File: config.mk
export PLATFORM = sky130hd
export DESIGN_NAME = ovc_alert_ctrl
export DESIGN_NICKNAME = d
export VERILOG_FILES = /design/src/rtl/ovc_alert_ctrl.sv
export SDC_FILE = /design/constraint.sdc
export NUM_CORES = 1
export LEC_CHECK = 0
export ABC_AREA = 1
export BUFFER_PORTS_ARGS = -buffer_cell sky130_fd_sc_hd__buf_2
export CORE_MARGIN = 2
export CORE_UTILIZATION = 43
export CTS_CLUSTER_DIAMETER = 80
export DETAILED_ROUTE_END_ITERATION = 6
export MAX_ROUTING_LAYER = met4
export PLACE_DENSITY = 0.74
export SYNTH_ARGS = -nofsm -noshare
export SYNTH_HDL_FRONTEND = slang
export SYNTH_SLANG_ARGS = --single-unit
File: constraint.sdc
create_clock -name clk -period 2.72 [get_ports clk]
set_input_delay 0.408 -clock clk [delete_from_list [all_inputs] [get_ports clk]]
set_output_delay 0.408 -clock clk [all_outputs]
set_load 0.02 [all_outputs]
File: src/rtl/ovc_alert_ctrl.sv
module ovc_alert_ctrl #(
  parameter int CODE_W  = 12,
  parameter int THR_W   = 8,
  parameter int RUN_LEN = 4
) (
  input  logic              clk,
  input  logic              rst_n,
  input  logic              en_wr,
  input  logic              thr_wr,
  input  logic              ctl_wr,
  input  logic [7:0]        wr_data,
  input  logic              cmp_lvl,
  input  logic              smp_vld,
  input  logic [CODE_W-1:0] smp_code,
  output logic [7:0]        status,
  output logic              alert_pull,
  output logic [7:0]        en_rd,
  output logic [THR_W-1:0]  thr_rd,
  output logic [7:0]        ctl_rd
);
  localparam int LOW_W = CODE_W - THR_W;
  localparam int CNT_W = $clog2(RUN_LEN + 1);

  logic [3:0]       en_q;
  logic             clr_q;
  logic [THR_W-1:0] thr_q;
  logic             sw_q;
  logic             cmp_s1, cmp_s2;
  logic [CNT_W-1:0] run_q;
  logic             last_q;
  logic             adc_lat, cmp_lat, sw_lat;

  // upper bits strictly above threshold <=> whole code above {thr, all ones}
  wire over      = smp_code > {thr_q, {LOW_W{1'b1}}};
  wire run_full  = (run_q == CNT_W'(RUN_LEN));
  wire adc_cause = (en_q[0] & last_q) | (en_q[1] & run_full);
  wire cmp_cause = en_q[2] & cmp_s2;
  wire sw_cause  = en_q[3] & sw_q;

  always_ff @(posedge clk or negedge rst_n) begin
    if (!rst_n) begin
      en_q  <= 4'b0100;
      clr_q <= 1'b0;
      thr_q <= '1;
      sw_q  <= 1'b0;
    end else begin
      clr_q <= en_wr & wr_data[4];
      if (en_wr)  en_q  <= wr_data[3:0];
      if (thr_wr) thr_q <= wr_data[THR_W-1:0];
      if (ctl_wr) sw_q  <= wr_data[0];
    end
  end

  always_ff @(posedge clk or negedge rst_n) begin
    if (!rst_n) begin
      cmp_s1 <= 1'b0;
      cmp_s2 <= 1'b0;
    end else begin
      cmp_s1 <= cmp_lvl;
      cmp_s2 <= cmp_s1;
    end
  end

  always_ff @(posedge clk or negedge rst_n) begin
    if (!rst_n) begin
      run_q  <= '0;
      last_q <= 1'b0;
    end else if (smp_vld) begin
      last_q <= over;
      if (!over)         run_q <= '0;
      else if (!run_full) run_q <= run_q + 1'b1;
    end
  end

  always_ff @(posedge clk or negedge rst_n) begin
    if (!rst_n) begin
      adc_lat <= 1'b0;
      cmp_lat <= 1'b0;
      sw_lat  <= 1'b0;
    end else begin
      adc_lat <= adc_cause | (adc_lat & ~clr_q);
      cmp_lat <= cmp_cause | (cmp_lat & ~clr_q);
      sw_lat  <= sw_cause  | (sw_lat  & ~clr_q);
    end
  end

  assign status     = {2'b00, sw_lat, sw_q, cmp_lat, cmp_s2, adc_lat, last_q};
  assign alert_pull = (adc_lat & (en_q[0] | en_q[1])) | (cmp_lat & en_q[2]) | (sw_lat & en_q[3]);
  assign en_rd      = {3'b000, clr_q, en_q};
  assign thr_rd     = thr_q;
  assign ctl_rd     = {7'b0, sw_q};
endmodule


==> metrics.cfg <==
[worst_setup_path]
critPathMaxStageDelay_ns=0.56
cp_max_fo=3
cpMaxStageDelayCell=dfstp_2
required_ns=2.31
crit_type=flop to output pin
cp.arrival_ns=1.28
crit_path_end_kind=output pin
cp-start-kind=flop
cp_cell_sequence=inv_1 -> o221ai_1 -> buf_2

[drt]
drc=0
drtIter0Drc=25
drt-pass1-iter-count=3
wl_mm=2.37
num_vias=1026
vias_per_cell=4.54
post_drt_wl_per_cell_um=10.5
ant_nets=0

[power]
peakVddDrop_uv=301
p_leak_nw=0.875
p_total_w=0.000837
powerDensity_nw_per_um2=550

[job]
drv_cap=0

[finish]
final_nets=231
final_layout_size_suffix_gt1_share_pct=35.2
final_core_util_pct=50.6
area_delta_synth_final_pct=14.3
nFillCells=283
antenna_cells=0

[clock_tree]
htreeDepth=1
clock_latency_ns=0.31
cts.sinks=23
cts_buffer_depth=2
path_clk_slew_ns=0.12
postCtsSetupRepairBufs=0
cts_tree=done
cts_resized=0
hold_buffers=0
cts_buffers=3
root_buffer=clkbuf_4

[timing]
fmax_ghz=0.592
setup_viol=0
fin_setup_tns_ns=0
period_minus_slack_ns=1.69
finalCritPeriodShare_pct=62.1
drv_slew=0
fin_ws_ns=1.03
skew_ns=0.00347
grt_setup_unrepaired=false
hold_violations=0
holdWs_ns=0.0405

[synthesis]
synth.avg_cell_area_um2=8.75
yosysSeqAreaShare_pct=44.1
synth_area_leader_cell=dfrtp_1
yosys_most_used_dff=dfrtp_1
ys_ff_latch=23
synth_common_cells=37 x nand2_1, 26 x inv_1, 20 x buf_4
synth.most_common_cell=nand2_1
ys_types=22
synth.area.top_cells=dfrtp_1 26%, dfstp_2 18%, buf_4 11%, nand2_1 10%, ha_1 9.4%
postSynthCellCount=152
synthArstFlopShare_pct=100
yosysTopAreaCellShare_pct=26.3
synth-edff-count=0
yosysWarnings=0
syn_area_um2=1330

[worst_hold_path]
hold_class=input pin to async pin

[die]
start_util_pct=44.3
core_area_um2=3000
design.die.area_um2=3550
std_cell_rows=20
die_h_um=59.6
die_x_um=59.6
io-pin-count=60

[run_status]
status=finished, final reports clean

[grt]
antenna_found_initial=0
grt_max_degree=24
track_usage_pct=15.6
grt_pass1_wl_mm=3.97
overflow=0
grt_pass1_vias=948

[placement]
place_congestion=0.741
portBuffers=47
hpwl_mm=1.92
place_ws_ns=1.09

[worst paths after layout]
kind / start / slack (ns) / to / cells after the start
max: en_q[2] / 1.03 / alert_pull / 3
min in group clk: cmp_lvl / 0.19 / cmp_s1 / 1
max in group asynchronous: rst_n / 2.32 / en_q[2] / 1
min: rst_n / 0.04 / en_q[1] / 1
max reg2reg: thr_rd[7] / 1.09 / run_q[2] / 10
min reg2reg: cmp_s1 / 0.36 / cmp_s2 / 0
[layout by cell type, fill, tap and decap left out]
cell,instances
clkbuf_4,3
nand2_1,37
xor2_1,1
mux2_2,1
a21oi_1,1
dfstp_2,9
o22ai_1,1
dfrtp_1,14
nand2_2,3
nor2_1,2
nand4_1,3
nand3_2,1
conb_1,12
a21oi_4,2
buf_2,47
clkinv_2,1
o21ai_1,1
nand3_1,1
o21ai_0,14
inv_1,26
nor2_2,1
o221ai_1,2
ha_1,10
[power by group]
group	switching (W)	internal [W]	total (W)
logic	0.000167	0.0000942	0.000261
registers	0.0000278	0.000393	0.000421
clock network	0.0000999	0.0000550	0.000155
[stage by stage]
| stage | area [um2] | instances |
|---|---|---|
| finish | 1520 | 226 |
| global route | 1520 | 226 |
| CTS | 1520 | 226 |
| detailed placement | 1490 | 222 |
| global placement | 1490 | 222 |
| floorplan | 1370 | 163 |
[state kept, by name, indices dropped and copies added (netlist names)]
signal	cells
last_q	1
sw_q	1
cmp_s1	1
cmp_s2	1
en_q	4
thr_rd	8
adc_lat	1
cmp_lat	1
sw_lat	1
clr_q	1
run_q	3
[area by class of cell]
class	count	area [um2]	area share, %
sequential	23	587	38.6
clock inverter	1	5.00	0.329
clock buffer	3	22.5	1.48
inverter	26	97.6	6.42
multi-input combinational	93	532	35.0
timing repair buffer	47	235	15.5
tap	33	41.3	2.72
[cell families (layout without fill, tap and decap cells)]
family | count (synthesis) | count (layout) | synth area share, %
compound gates | 21 | 21 | 10.3
xor+xnor | 1 | 1 | 0.659
fa+ha+maj | 10 | 10 | 9.41
buf+inv | 47 | 77 | 19.0
flops | 23 | 23 | 44.1
mux | 1 | 1 | 0.847
other cells | 1 | 12 | 0.282
simple gates | 48 | 48 | 15.4
[layer usage]
metal  global-route usage, %  part of all wire [%]
met5                       -                     0
met4                    6.67                   1.9
met3                    3.71                   6.6
met2                    25.6                    46
met1                    18.3                    45
[critical path: cells and delay by family, from the launching register on]
family / cells / cell delay (ns)
buffers and inverters: 2 / 0.24
AO/OA/AOI/OAI: 1 / 0.18
flip-flops: 1 / 0.56
(Power assumes the default switching activity.)
